**src/rtl/lazy_addsub_pkg.sv**
```systemverilog
package lazy_addsub_pkg;

  typedef struct packed {
    logic load;    // capture operands, start a new pass
    logic step;    // process one slice
    logic commit;  // copy accumulated value to the output
  } ctrl_strobe_t;

  typedef enum logic [1:0] {
    ST_IDLE = 2'd0,
    ST_RUN  = 2'd1,
    ST_FIN  = 2'd2
  } ctrl_state_t;

endpackage

```
**src/rtl/lazy_addsub_slice.sv**
```systemverilog
module lazy_addsub_slice #(
  parameter int SLICE_W = 54
) (
  input  logic [SLICE_W-1:0] sliceA,
  input  logic [SLICE_W-1:0] sliceB,
  input  logic [SLICE_W-1:0] sliceM,
  input  logic [1:0]         carryIn,
  output logic [SLICE_W-1:0] sliceSum,
  output logic [1:0]         carryOut
);

  localparam int SUM_W = SLICE_W + 2;

  logic [SUM_W-1:0] total;

  always_comb begin
    total = {2'b00, sliceA} + {2'b00, sliceB} + {2'b00, sliceM}
          + {{SLICE_W{1'b0}}, carryIn};
    sliceSum = total[SLICE_W-1:0];
    carryOut = total[SUM_W-1:SLICE_W];
  end

endmodule

```
**src/rtl/lazy_addsub_ctrl.sv**
```systemverilog
module lazy_addsub_ctrl
  import lazy_addsub_pkg::*;
#(
  parameter int NSLICE = 5
) (
  input  logic         clk,
  input  logic         rst,
  input  logic         start,
  output ctrl_strobe_t strb,
  output logic         done
);

  localparam int CNT_W = $clog2(NSLICE + 1);
  localparam logic [CNT_W-1:0] LAST_CNT = CNT_W'(NSLICE - 1);

  ctrl_state_t     stateQ;
  logic [CNT_W-1:0] cntQ;
  logic            doneQ;

  always_comb begin
    strb.load   = (stateQ == ST_IDLE) && start;
    strb.step   = (stateQ == ST_RUN);
    strb.commit = (stateQ == ST_FIN);
  end

  always_ff @(posedge clk) begin
    if (rst) begin
      stateQ <= ST_IDLE;
      cntQ   <= '0;
      doneQ  <= 1'b0;
    end else begin
      doneQ <= strb.commit;
      case (stateQ)
        ST_IDLE: begin
          if (start) begin
            stateQ <= ST_RUN;
            cntQ   <= '0;
          end
        end
        ST_RUN: begin
          if (cntQ == LAST_CNT) stateQ <= ST_FIN;
          cntQ <= cntQ + 1'b1;
        end
        ST_FIN:  stateQ <= ST_IDLE;
        default: stateQ <= ST_IDLE;
      endcase
    end
  end

  assign done = doneQ;

  // completion pulse never lasts two cycles
  assert_done_pulse_R4: assert property (@(posedge clk) disable iff (rst)
    done |=> !done);

  // slice counter stays inside the pass while running
  assert_slice_count_R4: assert property (@(posedge clk) disable iff (rst)
    (stateQ == ST_RUN) |-> (cntQ <= LAST_CNT));

endmodule

```
**src/rtl/lazy_addsub_dp.sv**
```systemverilog
module lazy_addsub_dp
  import lazy_addsub_pkg::*;
#(
  parameter int OP_W    = 256,
  parameter int SLICE_W = 54,
  parameter int RES_W   = OP_W + 3,
  parameter int NSLICE  = (RES_W + SLICE_W - 1) / SLICE_W,
  parameter int PAD_W   = NSLICE * SLICE_W
) (
  input  logic             clk,
  input  logic             rst,
  input  ctrl_strobe_t     strb,
  input  logic             opSub,
  input  logic [OP_W+1:0]  opA,
  input  logic [OP_W+1:0]  opB,
  input  logic [OP_W-1:0]  modulus,
  output logic [RES_W-1:0] result
);

  logic [PAD_W-1:0]   aQ, bQ, mQ, accQ;
  logic [1:0]         carryQ;
  logic [RES_W-1:0]   resQ;
  logic [SLICE_W-1:0] sliceSum;
  logic [1:0]         carryNext;
  logic [PAD_W-1:0]   accNext;

  lazy_addsub_slice #(.SLICE_W(SLICE_W)) slice_i (
    .sliceA  (aQ[SLICE_W-1:0]),
    .sliceB  (bQ[SLICE_W-1:0]),
    .sliceM  (mQ[SLICE_W-1:0]),
    .carryIn (carryQ),
    .sliceSum(sliceSum),
    .carryOut(carryNext)
  );

  generate
    if (NSLICE > 1) begin : g_multi
      assign accNext = {sliceSum, accQ[PAD_W-1:SLICE_W]};
    end else begin : g_single
      assign accNext = sliceSum;
    end
  endgenerate

  always_ff @(posedge clk) begin
    if (rst) begin
      aQ     <= '0;
      bQ     <= '0;
      mQ     <= '0;
      accQ   <= '0;
      carryQ <= '0;
      resQ   <= '0;
    end else begin
      if (strb.load) begin
        aQ     <= PAD_W'(opA);
        bQ     <= opSub ? ~(PAD_W'(opB)) : PAD_W'(opB);
        mQ     <= opSub ? PAD_W'({modulus, 2'b00}) : '0;
        carryQ <= {1'b0, opSub};
        accQ   <= '0;
      end else if (strb.step) begin
        aQ     <= aQ >> SLICE_W;
        bQ     <= bQ >> SLICE_W;
        mQ     <= mQ >> SLICE_W;
        accQ   <= accNext;
        carryQ <= carryNext;
      end
      if (strb.commit) resQ <= accQ[RES_W-1:0];
    end
  end

  assign result = resQ;

  // three slice inputs plus a carry of at most two never carry out more than two
  assert_carry_bound_R1: assert property (@(posedge clk) disable iff (rst)
    strb.step |-> (carryQ <= 2'd2));

  // a pass in progress never sees a fresh load
  assert_no_reload_R6: assert property (@(posedge clk) disable iff (rst)
    strb.step |-> !strb.load);

  // output moves only on commit
  assert_result_hold_R7: assert property (@(posedge clk) disable iff (rst)
    !strb.commit |=> $stable(result));

  generate
    if (PAD_W > RES_W) begin : g_pad_chk
      // nothing spills past the result width
      assert_no_overflow_R3: assert property (@(posedge clk) disable iff (rst)
        strb.commit |-> (accQ[PAD_W-1:RES_W] == '0));
    end
  endgenerate

endmodule

```
**src/rtl/lazy_addsub.sv**
```systemverilog
module lazy_addsub
  import lazy_addsub_pkg::*;
#(
  parameter int OP_W    = 256,
  parameter int SLICE_W = 54
) (
  input  logic            clk,
  input  logic            rst,
  input  logic            start,
  input  logic            opSub,
  input  logic [OP_W+1:0] opA,
  input  logic [OP_W+1:0] opB,
  input  logic [OP_W-1:0] modulus,
  output logic            done,
  output logic [OP_W+2:0] result
);

  localparam int RES_W  = OP_W + 3;
  localparam int NSLICE = (RES_W + SLICE_W - 1) / SLICE_W;
  localparam int PAD_W  = NSLICE * SLICE_W;

  ctrl_strobe_t strb;

  lazy_addsub_ctrl #(.NSLICE(NSLICE)) ctrl_i (
    .clk  (clk),
    .rst  (rst),
    .start(start),
    .strb (strb),
    .done (done)
  );

  lazy_addsub_dp #(
    .OP_W   (OP_W),
    .SLICE_W(SLICE_W),
    .RES_W  (RES_W),
    .NSLICE (NSLICE),
    .PAD_W  (PAD_W)
  ) dp_i (
    .clk    (clk),
    .rst    (rst),
    .strb   (strb),
    .opSub  (opSub),
    .opA    (opA),
    .opB    (opB),
    .modulus(modulus),
    .result (result)
  );

endmodule

```
**config.mk**
```make
export PLATFORM = sky130hd
export DESIGN_NAME = lazy_addsub
export DESIGN_NICKNAME = d
export VERILOG_FILES = /design/src/rtl/lazy_addsub_pkg.sv /design/src/rtl/lazy_addsub_slice.sv /design/src/rtl/lazy_addsub_ctrl.sv /design/src/rtl/lazy_addsub_dp.sv /design/src/rtl/lazy_addsub.sv
export SDC_FILE = /design/constraint.sdc
export NUM_CORES = 2
export LEC_CHECK = 0
export BUFFER_PORTS_ARGS = -buffer_cell sky130_fd_sc_hd__buf_2
export CORE_AREA = 5 5 398 400
export CTS_CLUSTER_SIZE = 40
export DETAILED_ROUTE_END_ITERATION = 8
export DIE_AREA = 0 0 403 405
export SETUP_SLACK_MARGIN = 0.4
export SLEW_MARGIN = 20
export SYNTH_ARGS = -nofsm -noshare
export SYNTH_HDL_FRONTEND = slang
export SYNTH_SLANG_ARGS = --single-unit
export TNS_END_PERCENT = 50
```
**constraint.sdc**
```tcl
create_clock -name clk -period 5.5 [get_ports clk]
set_clock_uncertainty 0.05 [all_clocks]
set_input_delay 0.55 -clock clk [delete_from_list [all_inputs] [get_ports clk]]
set_output_delay 0.55 -clock clk [all_outputs]
set_load 0.005 [all_outputs]
```
==> impl_metrics.tcl <==
set metrics [dict create \
    status "finished clean" \
    synthFlopType "dfxtp_1" \
    p_total_mw 25.1 \
    synth_fa_ha_area_share_pct 3.62 \
    final_common_cell "nand2_1" \
    grt_usage_pct 28.0 \
    crit_path_top_delay_cell "fa_2" \
    grt_pass1_vias 54332 \
    final_max_slew_viol_count 0 \
    fp.dieH_um 405 \
    post-route-min-period_ns 5.20 \
    io_buffers 1035 \
    use_met3_pct 6.94 \
    fmax_ghz 0.192 \
    hpwl_um 174000 \
    end_kind "flip-flop" \
    synth_edf_count 0 \
    met1_usage_pct 35.4 \
    grt.overflow.total 0 \
    hold-worst-slack_ns 0.0457 \
    period_share_pct 94.6 \
    pwr_density_cell_nw_per_um2 345 \
    synth_nets 8458 \
    rsz0062_at_grt "true" \
    combPwrFrac_pct 18.2 \
    worst-setup-path-type "flip-flop to flip-flop" \
    htreeDepth 4 \
    initial_core_util_pct 37.5 \
    cts_tree "done" \
    use_met2_pct 44.6 \
    area_delta_synth_final_pct 25.0 \
    startpoint_type "flip-flop" \
    cp_top_family "compound AO/OA/AOI/OAI gates" \
    hp-class "input pin to flip-flop" \
    p_seq_share_pct 41.7 \
    cts_root_buf "clkbuf_16" \
    grt_pass1_wl_um 351000 \
    drtIter0Drc 5004 \
    hold_viol_final 0 \
    leakagePower_nw 29.4 \
    ant_nets 0 \
    syn_area_um2 58200 \
    cp_common_cell "a21oi_2" \
    drt-total-wl_um 243000 \
    seq_area_frac_synth_pct 45.1 \
    synth_cells 7516 \
    max_cap_viol_count 0 \
    clk_pin_slew_ns 0.06 \
    relSlewSlack_pct 24.3 \
    final_cell_mix "1550 x nand2_1, 1303 x dfxtp_1, 1099 x a21oi_1" \
    clkPwrFrac_pct 40.1 \
    avgSynthCellArea_um2 7.74 \
    nNetsFinal 9309 \
    muxShareOfSynthArea_pct 0.0366 \
    synth_compound_area_share_pct 19.5 \
    first_pass_iters 6 \
    route.detailed.drc 0 \
    slowest_delay_ns 0.35 \
    synth-seq-cells 1312 \
    clock_latency_ns 0.77 \
    busiest_layer "met2" \
    antenna_found_initial 154 \
    die_w_um 403 \
    cts.sinks 1312 \
    p_sw_mw 7.42 \
    yosys.area_share.simple_pct 21.5 \
    cp_max_fo 3 \
    rows 145 \
    worst-path-buf-inv 2 \
    synth_cell_types 75 \
    worstPathArrival_ns 5.86 \
    vias 57751 \
    core-area_um2 155000 \
    detail_route.wl_per_cell_um 22.9 \
    avgViaCountPerCell 5.42 \
    final_layout_size_suffix_gt1_share_pct 18.5 \
    clockBufferDepth 3 \
    ir_drop_v 0.000281 \
    synth_async_sr_flop_share_pct 0 \
    finalSetupViolCount 0 \
    synthXorXnorAreaFrac_pct 5.19 \
    cp_data_required_time_ns 6.16 \
    io_pins 1036 \
    yosys_warnings 0 \
    grt_max_degree 205 \
    switching_share_pct 29.5 \
    synth_top_family_by_area "simple AND/OR/NAND/NOR gates" \
    dieArea_um2 163000 \
    worst_pin_slew_ns 1.14 \
    cts-buffers-inserted 147 \
    p_int_mw 17.7 \
    gp_congestion 0.939 \
]
## state kept, by name (all words and copies together), names as in the netlist
signal / count
ctrl_i.stateQ: 2
dp_i.mQ: 258
dp_i.result: 259
dp_i.accQ: 270
dp_i.carryQ: 2
dp_i.aQ: 258
ctrl_i.done: 1
ctrl_i.cntQ: 3
dp_i.bQ: 259
## synth_stat cells, types with 3 or more instances
cell,count,area (um2)
a21oi_2,3,26.3
nor3_1,69,345
nand4_1,26,163
a211oi_1,53,398
buf_1,46,173
a311oi_1,90,788
or3_1,8,50.1
o21bai_1,16,120
dfxtp_1,1312,26300
a2111oi_0,60,526
nor2_1,1013,3800
inv_1,133,499
buf_2,10,50.1
o31ai_1,5,37.5
ha_1,162,2030
a21o_1,55,413
and2_1,6,37.5
a41oi_1,3,26.3
a222oi_1,27,270
fa_1,4,80.1
xor2_1,156,1370
nand2b_1,9,56.3
a211o_1,3,26.3
nor2b_1,14,87.6
nor4_1,206,1290
o221ai_1,3,26.3
a221o_1,4,40.0
nand3_1,129,646
o21ba_2,5,50.1
a221oi_1,57,499
o21a_1,12,90.1
a31oi_1,13,81.3
a22oi_1,56,420
o22ai_1,55,344
xnor2_1,189,1660
clkbuf_1,574,2150
nand2_1,1556,5840
o21ai_0,65,325
o211ai_1,106,796
a21oi_1,1127,5640
and3_1,12,75.1
o21ai_1,21,105
## metal layers
layer,routed length (um),vias up
met2,111000,2133
met1,101000,27389
met3,17800,586
li1,-,27581
met4,13000,62
met5,408,-
## kinds of logic (layout without fill, tap and decap cells)
logic type / count (synthesis) / count (layout)
simple gates: 3061 / 3061
compound gates: 1866 / 1866
flops: 1312 / 1312
buf+inv: 764 / 1733
xor+xnor: 345 / 345
fa+ha+maj: 166 / 166
mux: 2 / 2
other cells: 0 / 106
## path summary, 6_finish.rpt
| path | from | to | slack (ns) | cells after the start |
|---|---|---|---|---|
| min | opB[257] | dp_i.bQ[257]$_SDFFE_PP0P_ | 0.05 | 4 |
| max reg2reg | dp_i.bQ[0]$_SDFFE_PP0P_ | dp_i.accQ[269]$_SDFFE_PP0P_ | 0.30 | 25 |
| min reg2reg | dp_i.accQ[39]$_SDFFE_PP0P_ | dp_i.result[39]$_SDFFE_PP0P_ | 0.39 | 2 |
| max | dp_i.bQ[0]$_SDFFE_PP0P_ | dp_i.accQ[269]$_SDFFE_PP0P_ | 0.30 | 25 |
## timing repair
| action | 4_1_cts | 5_1_grt |
|---|---|---|
| pin swaps | 45 | 51 |
| gates resized for setup | 74 | 93 |
| hold endpoints to repair | 163 | 0 |
| endpoints found under the setup margin | 24 | 30 |
| setup buffers | 12 | 15 |
| hold buffers | 163 | 0 |
## per-stage QoR
| stage | worst slack (ns) | utilization (%) | setup TNS (ns) | std cells | area (um2) |
|---|---|---|---|---|---|
| 5_1_grt | 0.171 | 46.9 | 0 | 10615 | 72600 |
| 3_3_place_gp | -0.120 | 41.8 | -0.485 | 10086 | 64800 |
| 6_report | 0.297 | 46.9 | 0 | 10649 | 72700 |
| 4_1_cts | 0.264 | 46.4 | 0 | 10528 | 71800 |
| 2_1_floorplan | 0.674 | - | 0 | 7516 | 58200 |
| 3_5_place_dp | -0.143 | 41.8 | -0.351 | 10086 | 64800 |
## power by group through the flow
stage / logic (mW) / clock network [mW] / registers [mW]
2_1_floorplan: 2.66 / 0 / 10.4
3_3_place_gp: 4.16 / 0 / 10.6
3_5_place_dp: 4.16 / 0 / 10.7
4_1_cts: 4.40 / 10.3 / 10.5
5_1_grt: 4.96 / 10.6 / 10.5
6_report: 4.57 / 10.1 / 10.5
## area by class of cell
cell class                 count  area (um2)
antenna                      106         265
clock buffer                 224        4450
inverter                     133         499
fill                       15670       82200
multi-input combinational   5440       30000
timing repair buffer        1333        8160
tap                         2058        2570
sequential                  1312       26300
clock inverter                43         512
## worst reg2reg max path, delay by kind of cell, from the launching register on
| kind | cells | cell delay (ns) |
|---|---|---|
| and+or+nand+nor | 6 | 1.04 |
| adders and majority gates | 4 | 1.06 |
| DFF | 1 | 0.34 |
| buffers and inverters | 2 | 0.26 |
| xor gates and xnor gates | 1 | 0.15 |
| AOI/OAI and AO/OA | 12 | 2.26 |
(Power assumes the default switching activity.)
